<file path="src/rtl/onesec_ref.sv">
module onesec_ref #(
  parameter int DIVIDE = 8000
) (
  input  logic       clk,
  input  logic       rst_n,
  input  logic       ref_8k,
  input  logic       flag_clr,
  input  logic       irq_en,
  input  logic [1:0] upd_mode,
  output logic       sec_out,
  output logic       sec_flag,
  output logic       irq,
  output logic       pm_update
);
  localparam int HALF = DIVIDE / 2;
  localparam int CW   = (HALF > 1) ? $clog2(HALF) : 1;
  localparam logic [CW-1:0] LAST = CW'(HALF - 1);

  logic [1:0]    sync_q;
  logic          ref_d;
  logic [CW-1:0] cnt;
  logic          tick, wrap, sec_rise;

  assign tick     = sync_q[1] & ~ref_d;
  assign wrap     = tick && (cnt == LAST);
  assign sec_rise = wrap && !sec_out;
  assign irq      = sec_flag & irq_en;

  always_ff @(posedge clk or negedge rst_n) begin
    if (!rst_n) begin
      sync_q    <= '0;
      ref_d     <= 1'b0;
      cnt       <= '0;
      sec_out   <= 1'b0;
      sec_flag  <= 1'b0;
      pm_update <= 1'b0;
    end else begin
      sync_q    <= {sync_q[0], ref_8k};
      ref_d     <= sync_q[1];
      pm_update <= sec_rise & upd_mode[1];
      if (tick) cnt <= wrap ? '0 : cnt + 1'b1;
      if (wrap) sec_out <= ~sec_out;
      if (sec_rise)      sec_flag <= 1'b1;
      else if (flag_clr) sec_flag <= 1'b0;
    end
  end

  assert_cnt_bound_R2: assert property (@(posedge clk) disable iff (!rst_n)
    cnt <= LAST);

  assert_cnt_only_on_tick_R1: assert property (@(posedge clk) disable iff (!rst_n)
    !tick |=> $stable(cnt));

  assert_flag_set_on_rise_R3: assert property (@(posedge clk) disable iff (!rst_n)
    $rose(sec_flag) |-> $rose(sec_out));

  assert_flag_clear_cause_R7: assert property (@(posedge clk) disable iff (!rst_n)
    $fell(sec_flag) |-> $past(flag_clr));

  assert_strobe_on_rise_R5: assert property (@(posedge clk) disable iff (!rst_n)
    pm_update |-> ($rose(sec_out) && $past(upd_mode[1])));

  assert_strobe_width_R6: assert property (@(posedge clk) disable iff (!rst_n)
    pm_update |=> !pm_update);

  assert_irq_masked_R4: assert property (@(posedge clk) disable iff (!rst_n)
    !irq_en |-> !irq);
endmodule

</file>
<file path="config.mk">
export PLATFORM = sky130hd
export DESIGN_NAME = onesec_ref
export DESIGN_NICKNAME = d
export VERILOG_FILES = /design/src/rtl/onesec_ref.sv
export SDC_FILE = /design/constraint.sdc
export NUM_CORES = 1
export LEC_CHECK = 0
export ABC_AREA = 1
export BUFFER_PORTS_ARGS = -buffer_cell sky130_fd_sc_hd__buf_2
export CAP_MARGIN = 20
export CORE_ASPECT_RATIO = 0.9
export CORE_MARGIN = 8
export CORE_UTILIZATION = 59
export DETAILED_ROUTE_END_ITERATION = 8
export GPL_ROUTABILITY_DRIVEN = 0
export GPL_TIMING_DRIVEN = 0
export PLACE_DENSITY = 0.81
export REMOVE_ABC_BUFFERS = 1
export SKIP_CTS_REPAIR_TIMING = 1
export SYNTH_ARGS = -nofsm -noshare
export SYNTH_HDL_FRONTEND = slang
export SYNTH_SLANG_ARGS = --single-unit
</file>
<file path="constraint.sdc">
create_clock -name clk -period 2.8 [get_ports clk]
set_input_delay 0.42 -clock clk [delete_from_list [all_inputs] [get_ports clk]]
set_output_delay 0.42 -clock clk [all_outputs]
set_load 0.02 [all_outputs]
</file>
---- Word-level counts from Yosys, hierarchy flattened ----
Cells that the tools add are included.
operators by class
  $add $sub $neg .......................... 1
  equal/unequal tests ..................... 1
  muxes and demuxes ....................... 3
  bitwise operators ....................... 5
  reduce and logical (&&, ||, !) cells .... 4
operator list
  cell                                            number
  adder 12 x 1 -> 12 bit (second input constant)  1
  equality test 12 bit (second input constant)    1
  two-way mux 12 bit                              1
  AND 1 bit                                       3
  logical AND 1 bit                               2
  two-way mux 1 bit                               2
  inverter 1 bit                                  2
  nonzero test 2 bit                              1
  zero test 1 bit                                 1
storage, ports and cells
  flip-flop bits (word level) ............. 18
  input port bits ......................... 7
  word-level logic and storage cells ...... 20

---- Logic depth before layout (Yosys ltp) ----
Gate-level depths: netlist (run 1).
  depth after elaboration ................. 5
  gate-level depth with buffers ........... 8
  depth with buffers taken out ............ 8

---- Worst setup path before layout (run 1) ----
Ideal clock, no wire load.
  path kind ............................... register -> register
  start ................................... register cnt[0]
  end ..................................... register sec_out
  arrival ................................. 1109 ps
  required time ........................... 2681 ps
  setup slack ............................. 1571 ps
  cell stages (with the launch flop) ...... 7
  period minus slack after synthesis ...... 1229 ps
  cells stage by stage .................... dfrtp_1 ha_1 nand2_2 nor3_4 nand2_1 nand2_1 nand2_1
on the way
  word-level cells in the longest chain between the ends .. 2
ends and longest elaborated chain
  item                    line  source
  from (decl)             21    logic [CW-1:0] cnt;
  from (signal assigned)  41    if (tick) cnt <= wrap ? '0 : cnt + 1'b1;
  equality test 12 bit    25    assign wrap = tick && (cnt == LAST);
  logical AND 1 bit       25
  to (signal assigned)    42    if (wrap) sec_out <= ~sec_out;
  to (decl)               10    output logic sec_out,
Every way passes these cells.
A chain may end at the register's enable or synchronous reset.

---- Worst setup path in the final report (run 1) ----
  start ................................... register cnt[0]
  end ..................................... register cnt[1]
on the way
  word-level cells in the longest chain between the ends .. 3
  elaborated cells between the ends (all ways) .. 4
  classes of those cells .................. add/sub: 1; eq/ne: 1; mux: 1; reduce/logical: 1
ends and longest elaborated chain
  item                                                            line
  branches (longest 2 deep; another with adder 12 x 1 -> 12 bit)  -
  two-way mux 12 bit *                                            41
Every way passes the cells marked *.

==> results.py, run 1 <==
metrics = {
    "setup_path": {
        "crit_chain": "ha_1, nand2_2, nor3_4, nand3_2, nand2_1, nand2_1",
        "cp-start-kind": "flop",
        "slowest_stage": "dfrtp_1",
        "cpMostUsedCell": "nand2_1",
        "crit_arrival_ps": 1620,
        "required_ps": 3000,
        "critPathMaxFanout": 5,
        "end_kind": "flop",
        "critical-path-max-stage-delay_ps": 440,
        "cp-startpoint": "cnt[0]$_DFFE_PN0P_",
        "critical_path_class": "flop to flop",
        "regToRegStartpoint": "cnt[0]$_DFFE_PN0P_",
    },
    "power": {
        "vdd_drop_max_uv": 371,
        "p_seq_share_pct": 56.8,
        "switchingPower_mw": 0.177,
        "combPwrFrac_pct": 15.3,
        "power_per_cell_area_nw_per_um2": 569,
        "netSwitchingFraction_pct": 30.3,
        "p_int_mw": 0.407,
        "power_frac_clock_pct": 27.9,
        "power.leakage_nw": 0.577,
        "power_mw": 0.584,
    },
    "die": {
        "core_region_area_um2": 1460,
        "io_pins": 11,
        "dieArea_um2": 3090,
        "die_w_um": 57.8,
        "std_cell_rows": 13,
        "dieHeight_um": 53.6,
        "start_util_pct": 63.2,
    },
    "routing": {
        "remaining_drc_errors": 0,
        "routedWlPerCell_um": 11.2,
        "via_per_inst": 4.90,
        "vias": 725,
        "drtIter0Drc": 20,
        "first_pass_iters": 4,
        "antenna_left": 0,
        "wl_um": 1660,
    },
    "place": {
        "numPlacedInstances": 144,
        "placed_area_um2": 990,
        "port_buffers": 9,
        "dp_hpwl_um": 1220,
        "dp_slack_ps": 1390,
    },
    "sta": {
        "fin_ws_ps": 1380,
        "max_slew_margin_pct": 73.3,
        "period_share_pct": 50.7,
        "hold_violations": 0,
        "whs_ps": 28.8,
        "setup_viol": 0,
        "min_period_ps": 1420,
        "final.setup.tns_ps": 0,
        "fmax_mhz": 705,
        "slew_violations": 0,
        "rsz0062_at_grt": "false",
        "skew_ps": 7.02,
        "tightest_slew_ps": 401,
    },
    "final_layout": {
        "diodes": 0,
        "seqCellArea_um2": 450,
        "final_cells": 148,
        "n_fill_cell": 118,
        "drive_above_1_share_pct": 19.5,
        "design_area_um2": 1030,
        "multiInputGateArea_um2": 397,
        "final_util_pct": 70.1,
        "nNetsFinal": 142,
        "area_growth_pct": 10.8,
    },
    "min_path": {
        "hp-class": "primary input to asynchronous set/reset pin",
    },
    "synthesis": {
        "yosysSeqAreaShare_pct": 48.6,
        "yosys_warnings": 0,
        "yosys.cell_types.count": 20,
        "syn_area_um2": 926,
        "syn_avg_cell_area_um2": 7.72,
        "synth-edff-count": 0,
        "synth_seq_cells": 18,
        "yosys_most_used_dff": "dfrtp_1",
        "async_flop_share_pct": 100,
        "synthCells": 120,
    },
    "clock_network": {
        "htreeDepth": 1,
        "path_clk_slew_ps": 110,
        "clock_sinks": 18,
        "cts_tree": "done",
        "numCtsBuffers": 3,
        "cts_root_buffer": "clkbuf_4",
        "insertion_delay_ps": 300,
        "cts_max_path_buffers": 2,
    },
    "flow_run": {
        "maxCapViolCount": 0,
    },
    "grt": {
        "grt_pass1_wl_um": 2640,
        "gr-total-overflow": 0,
        "grt_pass1_vias": 638,
        "antenna_found_initial": 0,
        "grt_start_max_net_pins": 19,
        "grt_usage_pct": 11.1,
    },
    "run_status": {
        "status": "finished clean",
    },
}
[worst paths after layout]
check                                           end  slack, ps  depth (start not counted)
worst max-delay path             cnt[1]$_DFFE_PN0P_       1380                          6
worst min-delay path             cnt[6]$_DFFE_PN0P_         30                          1
worst max register to register   cnt[1]$_DFFE_PN0P_       1380                          6
worst min register to register  sync_q[1]$_DFF_PN0_        370                          0
max in group asynchronous       sec_out$_DFFE_PN0N_       2480                          1
min in group clk                sync_q[0]$_DFF_PN0_        220                          1
[cells by family after synthesis]
group,share of synthesized area [%]
flops,48.6
simple gates,37.6
xor+xnor,2.84
compound gates,1.08
fa+ha+maj,1.35
buf+inv,8.51
[power by group through the flow]
stage | clock, mW | combinational, mW | sequential [mW]
finish | 0.163 | 0.0891 | 0.332
detailed placement | 0 | 0.0894 | 0.337
floorplan | 0 | 0.0716 | 0.327
global route | 0.179 | 0.0991 | 0.337
global placement | 0 | 0.0868 | 0.333
CTS | 0.166 | 0.0901 | 0.332
[per-layer routing]
layer / share of wire, % / GRT usage, % / wire [µm] / vias up
li1: - / - / - / 380
met2: 48 / 18.9 / 796 / 12
met1: 48 / 12.8 / 795 / 331
met4: 0.24 / 3.66 / 4 / 0
met5: 0 / 0 / 0 / -
met3: 3.6 / 4.28 / 60 / 2
[worst max-delay path: cells and delay by family, from the launching register on]
kind                     cells  cell delay, ps
adder cells (fa/ha/maj)      1             210
AND/OR/NAND/NOR              5             660
flip-flops                   1             440
[sequential cells by signal (all words and copies together) (netlist names)]
signal / cells
cnt: 12
sync_q: 2
pm_update: 1
ref_d: 1
sec_flag: 1
sec_out: 1
[area by class of cell]
cell class	count	share of cell area, %
flip-flops and latches	18	43.9
inverters	21	7.68
repair buffers	9	4.39
clock buffers	4	3.54
multi-input cells	81	38.7
well taps	15	1.83
[cell usage after synthesis (2+ instances only)]
cell type  number  share of area [%]
nand2_1        34                 14
inv_1          20                8.1
nor2_1         19                7.7
dfrtp_1        18                 49
nand3_1         6                3.2
nor2_2          5                3.4
nand2_2         4                2.7
xor2_1          2                1.9
[cells in the final DEF (no fill, tap or decap), types with 2 or more instances in the layout]
| cell | synthesis | routed |
|---|---|---|
| nand2_1 | 34 | 34 |
| inv_1 | 20 | 20 |
| nor2_1 | 19 | 19 |
| dfrtp_1 | 18 | 18 |
| buf_2 | 0 | 9 |
| nand3_1 | 6 | 6 |
| nor2_2 | 5 | 5 |
| nand2_2 | 4 | 4 |
| clkbuf_4 | 0 | 3 |
| xor2_1 | 2 | 2 |
(Power assumes the default switching activity.)
==> inputs of run 2 (changes only) <==
--- a/config.mk
+++ b/config.mk
@@ -10,11 +10,11 @@
 export CAP_MARGIN = 20
 export CORE_ASPECT_RATIO = 0.9
 export CORE_MARGIN = 8
-export CORE_UTILIZATION = 59
+export CORE_UTILIZATION = 50
 export DETAILED_ROUTE_END_ITERATION = 8
 export GPL_ROUTABILITY_DRIVEN = 0
 export GPL_TIMING_DRIVEN = 0
-export PLACE_DENSITY = 0.81
+export PLACE_DENSITY = 0.73
 export REMOVE_ABC_BUFFERS = 1
 export SKIP_CTS_REPAIR_TIMING = 1
 export SYNTH_ARGS = -nofsm -noshare
==> constraint.sdc (replaced) <==
create_clock -name clk -period 1.3 [get_ports clk]
set_input_delay 0.195 -clock clk [delete_from_list [all_inputs] [get_ports clk]]
set_output_delay 0.195 -clock clk [all_outputs]
set_load 0.02 [all_outputs]
==> results.py, run 2 (synthesis gave the netlist of run 1 again) <==
metrics = {
    "min_path": {
        "min_to": "pm_update$_DFF_PN0_",
        "hold_depth": 3,
        "hp-class": "primary input to flop",
        "hp-start": "upd_mode[1]",
    },
    "grt": {
        "grt_pass1_wl_um": 2940,
        "grt_start_max_net_pins": 19,
        "busiest_layer": "met2",
        "gr-usage-met1_pct": 13.3,
        "antenna_found_initial": 0,
        "grt_pass1_vias": 730,
        "grt_util_met2_pct": 17.6,
        "grt_usage_pct": 10.9,
        "use_met3_pct": 2.95,
        "gr-total-overflow": 0,
    },
    "setup_path": {
        "critPathMaxFanout": 5,
        "regToRegStartpoint": "cnt[1]$_DFFE_PN0P_",
        "timing.rr.end": "cnt[5]$_DFFE_PN0P_",
        "required_ps": 1480,
        "crit_arrival_ps": 1480,
        "end_kind": "flop",
        "r2r_slack_ps": 4,
        "cp-start-kind": "flop",
        "critical_path_class": "flop to flop",
        "r2r_cells": 6,
    },
    "final_layout": {
        "diodes": 0,
        "regMostFlops": "cnt",
        "nNetsFinal": 149,
        "design_area_um2": 1140,
        "largest_register_ffs": 12,
        "area_growth_pct": 22.7,
        "drive_above_1_share_pct": 25.0,
        "final_cell_mix": "nand2_1, inv_1, nor2_1",
        "layout_commonest_cell": "nand2_1",
        "n_fill_cell": 164,
        "top_regs": "cnt x12, sync_q x2",
    },
    "sta": {
        "setup_viol": 0,
        "skew_ps": 5.64,
        "rsz0062_at_grt": "true",
        "fin_ws_ps": 3.61,
        "fmax_mhz": 771,
        "hold_violations": 0,
        "slew_violations": 0,
        "max_slew_margin_pct": 73.0,
        "period_share_pct": 99.7,
        "tightest_slew_ps": 406,
        "min_period_ps": 1300,
    },
    "flow_run": {
        "maxCapViolCount": 0,
    },
    "clock_network": {
        "clock_sinks": 18,
        "insertion_delay_ps": 290,
        "path_clk_slew_ps": 100,
        "cts_root_buffer": "clkbuf_4",
        "numCtsBuffers": 3,
        "cts_tree": "done",
        "htreeDepth": 1,
        "cts_max_path_buffers": 2,
    },
    "power": {
        "power_per_cell_area_nw_per_um2": 1170,
        "power.leakage_nw": 0.624,
        "vdd_drop_max_uv": 988,
    },
    "routing": {
        "drtIter0Drc": 16,
        "via_per_inst": 4.65,
        "wl_um": 1850,
        "first_pass_iters": 4,
        "remaining_drc_errors": 0,
        "vias": 763,
        "routedWlPerCell_um": 11.3,
        "antenna_left": 0,
    },
    "die": {
        "core_region_area_um2": 1720,
        "io_pins": 11,
        "std_cell_rows": 14,
        "dieHeight_um": 56.8,
        "die_w_um": 61.4,
        "start_util_pct": 53.9,
        "dieArea_um2": 3490,
    },
    "place": {
        "port_buffers": 9,
        "dp_slack_ps": -130,
        "dp_hpwl_um": 1280,
        "placed_area_um2": 1000,
    },
    "run_status": {
        "status": "finished clean",
    },
}
## run 2: where the power goes
| part | switching [mW] | internal [mW] |
|---|---|---|
| Clock | 0.175 | 0.171 |
| Combinational | 0.139 | 0.122 |
| Sequential | 0.0954 | 0.631 |
## run 2: layout make-up
| type | instances | area, µm² | share of cell area [%] |
|---|---|---|---|
| Sequential cell | 18 | 452 | 39.8 |
| Multi-Input combinational cell | 81 | 437 | 38.4 |
| Timing Repair Buffer | 16 | 103 | 9.03 |
| Inverter | 21 | 78.8 | 6.94 |
| Clock buffer | 4 | 36.3 | 3.19 |
| Tap cell | 24 | 30.0 | 2.64 |
## run 2: worst max-delay path, stage by stage (launching register included)
cell and delay [ps]:
dfrtp_1 430, ha_4 170, nand2_4 60, nor3_4 250
nand3_4 140, nand2_1 90, nor2_1 40
## run 2: how the worst max path moves through the flow
stage                       startpoint             endpoint  slack [ps]  cells after the start
floorplan           cnt[0]$_DFFE_PN0P_  sec_out$_DFFE_PN0N_          70                      6
global placement    cnt[0]$_DFFE_PN0P_   cnt[1]$_DFFE_PN0P_         -80                      6
detailed placement  cnt[0]$_DFFE_PN0P_   cnt[5]$_DFFE_PN0P_        -130                      6
CTS                 cnt[0]$_DFFE_PN0P_   cnt[5]$_DFFE_PN0P_        -150                      6
global route        cnt[1]$_DFFE_PN0P_   cnt[4]$_DFFE_PN0P_        -100                      5
finish              cnt[1]$_DFFE_PN0P_   cnt[5]$_DFFE_PN0P_           4                      6
## run 2: per-stage QoR
stage               std cells  TNS (ps)  power, mW  hold slack, ps  util (%)
floorplan                 120         0      0.859            -101         -
global placement          153      -651      0.905             147      58.3
detailed placement        153     -1090      0.918             148      58.3
CTS                       157     -1290       1.26            -180      60.4
global route              164     -1050       1.42             116      66.2
finish                    164         0       1.33             104      66.2
## run 2: metal layers
| layer | wire length (µm) | part of all wire (%) | vias up |
|---|---|---|---|
| li1 | - | - | 397 |
| met1 | 808 | 44 | 352 |
| met2 | 958 | 52 | 10 |
| met3 | 60 | 3.2 | 4 |
| met4 | 21 | 1.1 | 0 |
| met5 | 0 | 0 | - |
